**config.mk**
```make
export PLATFORM = sky130hd
export DESIGN_NAME = cart_total_top
export DESIGN_NICKNAME = d
export VERILOG_FILES = /design/src/rtl/cart_pkg.sv /design/src/rtl/cart_price_table.sv /design/src/rtl/cart_accum.sv /design/src/rtl/cart_tax.sv /design/src/rtl/cart_total_top.sv
export SDC_FILE = /design/constraint.sdc
export NUM_CORES = 2
export LEC_CHECK = 0
export BUFFER_PORTS_ARGS = -buffer_cell sky130_fd_sc_hd__buf_2
export CAP_MARGIN = 15
export CORE_UTILIZATION = 30
export CTS_CLUSTER_SIZE = 20
export DETAILED_ROUTE_END_ITERATION = 16
export MAX_ROUTING_LAYER = met4
export PLACE_DENSITY = 0.52
export SYNTH_ARGS = -nofsm -noshare
export SYNTH_HDL_FRONTEND = slang
export SYNTH_HIERARCHICAL = 1
export SYNTH_SLANG_ARGS = --single-unit
```
**constraint.sdc**
```tcl
create_clock -name clk -period 5.52 [get_ports clk]
set_input_delay 0.552 -clock clk [delete_from_list [all_inputs] [get_ports clk]]
set_output_delay 0.552 -clock clk [all_outputs]
set_load 0.05 [all_outputs]
```
**src/rtl/cart_pkg.sv**
```systemverilog
package cart_pkg;
    localparam int CODE_W  = 5;
    localparam int PRICE_W = 10;
    localparam int TOTAL_W = 21;
    localparam int DIN_W   = 16;
    localparam int FRAC_W  = 12;

    typedef enum logic [2:0] {
        OP_NONE     = 3'b000,
        OP_INSERT   = 3'b001,
        OP_REMOVE   = 3'b010,
        OP_WRITE    = 3'b011,
        OP_COUPON   = 3'b100,
        OP_CHECKOUT = 3'b101
    } op_e;

    typedef enum logic [2:0] {
        S_IDLE,
        S_FETCH,
        S_ACCUM,
        S_COUPON,
        S_TAX,
        S_FINISH
    } state_e;
endpackage

```
**src/rtl/cart_price_table.sv**
```systemverilog
module cart_price_table #(
    parameter int AW = 5,
    parameter int DW = 10
) (
    input  logic          clk,
    input  logic          rst_n,
    input  logic          wr_en,
    input  logic [AW-1:0] wr_addr,
    input  logic [DW-1:0] wr_data,
    input  logic          rd_en,
    input  logic [AW-1:0] rd_addr,
    output logic [DW-1:0] rd_data
);
    localparam int DEPTH = 1 << AW;

    logic [DW-1:0] entry_q [DEPTH];

    for (genvar g = 0; g < DEPTH; g++) begin : g_entry
        always_ff @(posedge clk or negedge rst_n) begin
            if (!rst_n)
                entry_q[g] <= '0;
            else if (wr_en && wr_addr == AW'(g))
                entry_q[g] <= wr_data;
        end
    end

    always_ff @(posedge clk or negedge rst_n) begin
        if (!rst_n)
            rd_data <= '0;
        else if (rd_en)
            rd_data <= entry_q[rd_addr];
    end
endmodule

```
**src/rtl/cart_accum.sv**
```systemverilog
module cart_accum #(
    parameter int W   = 21,
    parameter int OPW = 16
) (
    input  logic [W-1:0]   acc_i,
    input  logic [OPW-1:0] opd_i,
    input  logic           sub_en_i,
    output logic [W-1:0]   acc_o
);
    logic [W:0] opd_ext;
    logic [W:0] sum;

    assign opd_ext = {{(W+1-OPW){1'b0}}, opd_i};

    always_comb begin
        sum = '0;
        if (sub_en_i) begin
            if (opd_ext > {1'b0, acc_i})
                acc_o = '0;
            else begin
                sum   = {1'b0, acc_i} - opd_ext;
                acc_o = sum[W-1:0];
            end
        end else begin
            sum   = {1'b0, acc_i} + opd_ext;
            acc_o = sum[W] ? '1 : sum[W-1:0];
        end
    end
endmodule

```
**src/rtl/cart_tax.sv**
```systemverilog
module cart_tax #(
    parameter int W    = 21,
    parameter int RW   = 16,
    parameter int FRAC = 12
) (
    input  logic [W+RW-1:0] prod_i,
    input  logic [W-1:0]    base_i,
    output logic [W-1:0]    total_o,
    output logic [W-1:0]    tax_o
);
    localparam int PW = W + RW;

    logic [PW-1:0] scaled;
    logic          over;

    assign scaled  = prod_i >> FRAC;
    assign over    = |scaled[PW-1:W];
    assign total_o = over ? '1 : scaled[W-1:0];
    assign tax_o   = (total_o > base_i) ? (total_o - base_i) : '0;
endmodule

```
**src/rtl/cart_total_top.sv**
```systemverilog
module cart_total_top
    import cart_pkg::*;
#(
    parameter int CODE_BITS  = CODE_W,
    parameter int PRICE_BITS = PRICE_W,
    parameter int TOTAL_BITS = TOTAL_W,
    parameter int DATA_BITS  = DIN_W,
    parameter int FRAC_BITS  = FRAC_W
) (
    input  logic                  clk,
    input  logic                  rst_n,
    input  logic [2:0]            op_i,
    input  logic [DATA_BITS-1:0]  din_i,
    output logic                  busy_o,
    output logic                  done_o,
    output logic [TOTAL_BITS-1:0] subtotal_o,
    output logic [TOTAL_BITS-1:0] final_o,
    output logic [TOTAL_BITS-1:0] tax_o,
    output logic [PRICE_BITS-1:0] last_price_o
);
    localparam int PROD_BITS = TOTAL_BITS + DATA_BITS;

    state_e state_q, state_d;
    op_e    cmd;

    logic [CODE_BITS-1:0]  code_q;
    logic                  remove_q;
    logic [DATA_BITS-1:0]  coupon_q;
    logic [DATA_BITS-1:0]  rate_q;
    logic [PROD_BITS-1:0]  prod_q;
    logic [TOTAL_BITS-1:0] sub_q, final_q, tax_q;
    logic [PRICE_BITS-1:0] last_q;
    logic                  done_q;

    logic                  tbl_wr;
    logic [PRICE_BITS-1:0] tbl_rd_data;
    logic [DATA_BITS-1:0]  acc_opd;
    logic                  acc_sub;
    logic [TOTAL_BITS-1:0] acc_res;
    logic [TOTAL_BITS-1:0] tax_total, tax_amt;

    assign cmd    = op_e'(op_i);
    assign tbl_wr = (state_q == S_IDLE) && (cmd == OP_WRITE);

    cart_price_table #(.AW(CODE_BITS), .DW(PRICE_BITS)) u_table (
        .clk     (clk),
        .rst_n   (rst_n),
        .wr_en   (tbl_wr),
        .wr_addr (din_i[PRICE_BITS +: CODE_BITS]),
        .wr_data (din_i[PRICE_BITS-1:0]),
        .rd_en   (state_q == S_FETCH),
        .rd_addr (code_q),
        .rd_data (tbl_rd_data)
    );

    assign acc_opd = (state_q == S_COUPON) ? coupon_q
                                           : {{(DATA_BITS-PRICE_BITS){1'b0}}, tbl_rd_data};
    assign acc_sub = (state_q == S_COUPON) || remove_q;

    cart_accum #(.W(TOTAL_BITS), .OPW(DATA_BITS)) u_accum (
        .acc_i    (sub_q),
        .opd_i    (acc_opd),
        .sub_en_i (acc_sub),
        .acc_o    (acc_res)
    );

    cart_tax #(.W(TOTAL_BITS), .RW(DATA_BITS), .FRAC(FRAC_BITS)) u_tax (
        .prod_i  (prod_q),
        .base_i  (sub_q),
        .total_o (tax_total),
        .tax_o   (tax_amt)
    );

    // state register
    always_ff @(posedge clk or negedge rst_n) begin
        if (!rst_n)
            state_q <= S_IDLE;
        else
            state_q <= state_d;
    end

    // next state
    always_comb begin
        state_d = state_q;
        unique case (state_q)
            S_IDLE: begin
                if (cmd == OP_INSERT || cmd == OP_REMOVE)
                    state_d = S_FETCH;
                else if (cmd == OP_COUPON)
                    state_d = S_COUPON;
                else if (cmd == OP_CHECKOUT)
                    state_d = S_TAX;
            end
            S_FETCH:  state_d = S_ACCUM;
            S_ACCUM:  state_d = S_IDLE;
            S_COUPON: state_d = S_IDLE;
            S_TAX:    state_d = S_FINISH;
            S_FINISH: state_d = S_IDLE;
            default:  state_d = S_IDLE;
        endcase
    end

    // datapath and outputs
    always_ff @(posedge clk or negedge rst_n) begin
        if (!rst_n) begin
            code_q   <= '0;
            remove_q <= 1'b0;
            coupon_q <= '0;
            rate_q   <= '0;
            prod_q   <= '0;
            sub_q    <= '0;
            final_q  <= '0;
            tax_q    <= '0;
            last_q   <= '0;
            done_q   <= 1'b0;
        end else begin
            done_q <= 1'b0;
            unique case (state_q)
                S_IDLE: begin
                    code_q   <= din_i[CODE_BITS-1:0];
                    remove_q <= (cmd == OP_REMOVE);
                    coupon_q <= din_i;
                    rate_q   <= din_i;
                end
                S_FETCH: ;
                S_ACCUM: begin
                    sub_q  <= acc_res;
                    last_q <= tbl_rd_data;
                end
                S_COUPON: sub_q <= acc_res;
                S_TAX: prod_q <= PROD_BITS'(sub_q) * PROD_BITS'(rate_q);
                S_FINISH: begin
                    final_q <= tax_total;
                    tax_q   <= tax_amt;
                    sub_q   <= '0;
                    done_q  <= 1'b1;
                end
                default: ;
            endcase
        end
    end

    assign busy_o       = (state_q != S_IDLE);
    assign done_o       = done_q;
    assign subtotal_o   = sub_q;
    assign final_o      = final_q;
    assign tax_o        = tax_q;
    assign last_price_o = last_q;

    assert_insert_grows_R3: assert property (@(posedge clk) disable iff (!rst_n)
        (state_q == S_ACCUM && !remove_q) |=> subtotal_o >= $past(subtotal_o));
    assert_remove_shrinks_R4: assert property (@(posedge clk) disable iff (!rst_n)
        (state_q == S_ACCUM && remove_q) |=> subtotal_o <= $past(subtotal_o));
    assert_coupon_shrinks_R6: assert property (@(posedge clk) disable iff (!rst_n)
        (state_q == S_COUPON) |=> subtotal_o <= $past(subtotal_o));
    assert_write_no_total_R2: assert property (@(posedge clk) disable iff (!rst_n)
        tbl_wr |=> ($stable(subtotal_o) && $stable(final_o) && !busy_o));
    assert_checkout_clears_R7: assert property (@(posedge clk) disable iff (!rst_n)
        (state_q == S_FINISH) |=> (subtotal_o == '0 && done_o));
    assert_done_single_R8: assert property (@(posedge clk) disable iff (!rst_n)
        done_o |=> !done_o);
    assert_busy_ignored_R9: assert property (@(posedge clk) disable iff (!rst_n)
        (state_q == S_ACCUM || state_q == S_COUPON || state_q == S_FINISH) |=> !busy_o);
    assert_unused_idle_R10: assert property (@(posedge clk) disable iff (!rst_n)
        (state_q == S_IDLE && op_i inside {3'b000, 3'b110, 3'b111}) |=>
            (!busy_o && $stable(subtotal_o) && $stable(last_price_o)));
endmodule

```
==> metrics.yaml <==
final_layout:
  layout-drive-gt1-share_pct: 28.37
  area_delta_synth_final_pct: 19.72
  nets: 4143
  post_layout_nonfiller_instances: 5251
  regArea_um2: 11290
  multi_input_area_um2: 22060
  design_area_um2: 41780
  fillCellCount: 11520
global_routing:
  grt_overflow_total: 0
  antenna_found_initial: 2
  grt_pass1_vias: 26670
  grt_max_degree: 168
  grt_pass1_wl_um: 158600
  groute.usage.overall_pct: 17.87
worst_setup_path:
  ff2ff_setup_slack_ps: -210
  r2r-end: "prod_q[33]$_DFFE_PN0N_"
  critPathMaxFanout: 5
  path_class: "flop to flop"
  r2r-start: "subtotal_o[7]$_DFFE_PN0P_"
  ff2ff_path_depth: 21
  crit_path_end_kind: "flop"
  required_ps: 6050
  cp_data_arrival_time_ps: 6260
  cp-start-kind: "flop"
status:
  violations: "setup timing"
  outcome: "complete, but fails checks"
synth:
  ys_warn_count: 6
  syn-num-nets: 3904
  syn_inst: 3454
  avgSynthCellArea_um2: 10.10
  netlist_area_um2: 34900
routing:
  ant_nets: 0
  dr.first_iter.drc_count: 1571
  avgRoutedWirePerCell_um: 19.36
  route.detailed.drc: 0
  avgViaCountPerCell: 4.930
  wirelength_um: 101700
  dr_total_vias: 25890
  firstDrtPassIters: 5
sta:
  relSlewSlack_pct: 27.98
  fin_crit_ps: 5730
  final.setup.worst_slack_ps: -209.7
  fin_crit_sh_pct: 103.8
  finalSetupViolations: 19
  slew_violations: 0
  clock-skew-final_ps: 74.33
  holdWs_ps: 168.8
  rsz0062_at_grt: "yes"
  timing.setup.tns_ps: -2142
  tightest_slew_ps: 1080
  max_freq_mhz: 174.5
  hold_viol_final: 0
die:
  fp.dieW_um: 343.1
  num_io_pins: 96
  floorplan.initialDensity_pct: 30.40
  fp.dieArea_um2: 117700
  die_h_um: 343.1
  rows: 124
  coreArea_um2: 114800
flow_run:
  drv_cap: 0
placed_design:
  placed_cells: 5092
  dpl_cell_area_um2: 38640
  dp_hpwl_um: 73240
  gp_congestion: 0.9005
  portBuffers: 95
cts:
  clock-sinks: 449
  cts-root-buf: "clkbuf_16"
  clk_pin_slew_worst_paths_ps: 70
  cts_buffers: 51
  htree_levels: 2
  clock_path_buffers: 3
  cts_tree: "done"
  clock_latency_ps: 670
min_path:
  hold_path_end: "remove_q$_DFFE_PN0P_"
  min-delay-start: "op_i[0]"
  hold_path.class: "primary input to flop"
  hold_path_depth: 2
-- area by class of cell --
| cell class | instances | share of cell area (%) |
|---|---|---|
| Sequential cell | 449 | 27.01 |
| Clock inverter | 26 | 0.9643 |
| Multi-Input combinational cell | 2415 | 52.80 |
| Tap cell | 1512 | 4.528 |
| Clock buffer | 70 | 3.537 |
| Antenna cell | 3 | 0.01797 |
| Timing Repair Buffer | 395 | 7.706 |
| Inverter | 381 | 3.429 |
-- metrics by stage --
stage          setup WS, ps  utilization [%]
2_1_floorplan        -125.5                -
3_3_place_gp         -216.2            33.65
3_5_place_dp         -285.3            33.65
4_1_cts              -197.4            35.77
5_1_grt              -352.5            36.39
6_report             -209.7            36.39
-- routing by layer --
layer,share of wire (%),global-route usage (%)
met4,2.5,4.639
met3,4.4,2.200
met5,0,-
met1,47,24.02
met2,46,28.37
-- cell usage in the layout, fill, tap and decap left out, types with 26 or more instances in the layout --
cell / count
nand2_1: 486
dfrtp_1: 419
inv_1: 364
mux2_2: 336
fa_1: 253
buf_4: 239
mux2i_1: 162
ha_1: 143
and2_1: 134
a21oi_1: 110
buf_2: 94
a22oi_1: 83
nor2_1: 80
o21ai_0: 64
clkbuf_16: 52
nand2b_1: 40
a21o_1: 30
buf_6: 29
nand3_1: 26
-- state kept, by name, indices dropped and copies added (netlist names) --
| signal | cells |
|---|---|
| done_o | 1 |
| u_table/rd_data | 10 |
| prod_q | 25 |
| rate_q | 12 |
| remove_q | 1 |
| code_q | 4 |
| state_q | 3 |
| u_table/entry_q | 320 |
| subtotal_o | 21 |
| tax_o | 21 |
| last_price_o | 10 |
| final_o | 21 |
-- how the worst max path moves through the flow --
stage	startpoint	slack, ps	endpoint	cells past startpoint
floorplan	subtotal_o[9]$_DFFE_PN0P_	-130	prod_q[33]$_DFFE_PN0N_	22
global placement	rate_q[4]$_DFFE_PN0P_	-220	prod_q[33]$_DFFE_PN0N_	18
detailed placement	rate_q[4]$_DFFE_PN0P_	-290	prod_q[32]$_DFFE_PN0N_	19
CTS	rate_q[8]$_DFFE_PN0P_	-200	prod_q[33]$_DFFE_PN0N_	21
global route	rate_q[5]$_DFFE_PN0P_	-350	prod_q[32]$_DFFE_PN0N_	20
finish	subtotal_o[7]$_DFFE_PN0P_	-210	prod_q[33]$_DFFE_PN0N_	21
-- worst max-delay path, cell delays in order, from the launching register on --
cell      delay, ps
dfrtp_4         480
buf_6           140
nand2_2          50
fa_1            480
inv_1            50
fa_1            500
inv_2            40
fa_1            550
inv_2            50
fa_1            530
inv_1            50
fa_1            480
inv_1            50
fa_1            480
ha_4            310
and3_4          200
o211ai_1        140
a21oi_4         260
a21oi_2          90
o311a_1         170
a2111o_1        430
o211ai_1         90
-- repair_timing --
item                       4_1_cts  5_1_grt
setup buffers                   27       30
pin swaps                       34       70
hold endpoints to repair        54        0
setup endpoints to repair       22       24
hold buffers                     1        0
cloned                           1        1
resized for setup               85       96
Power is not shown: default switching activity piles up to over one toggle a cycle in this logic, so the estimate is an artifact.
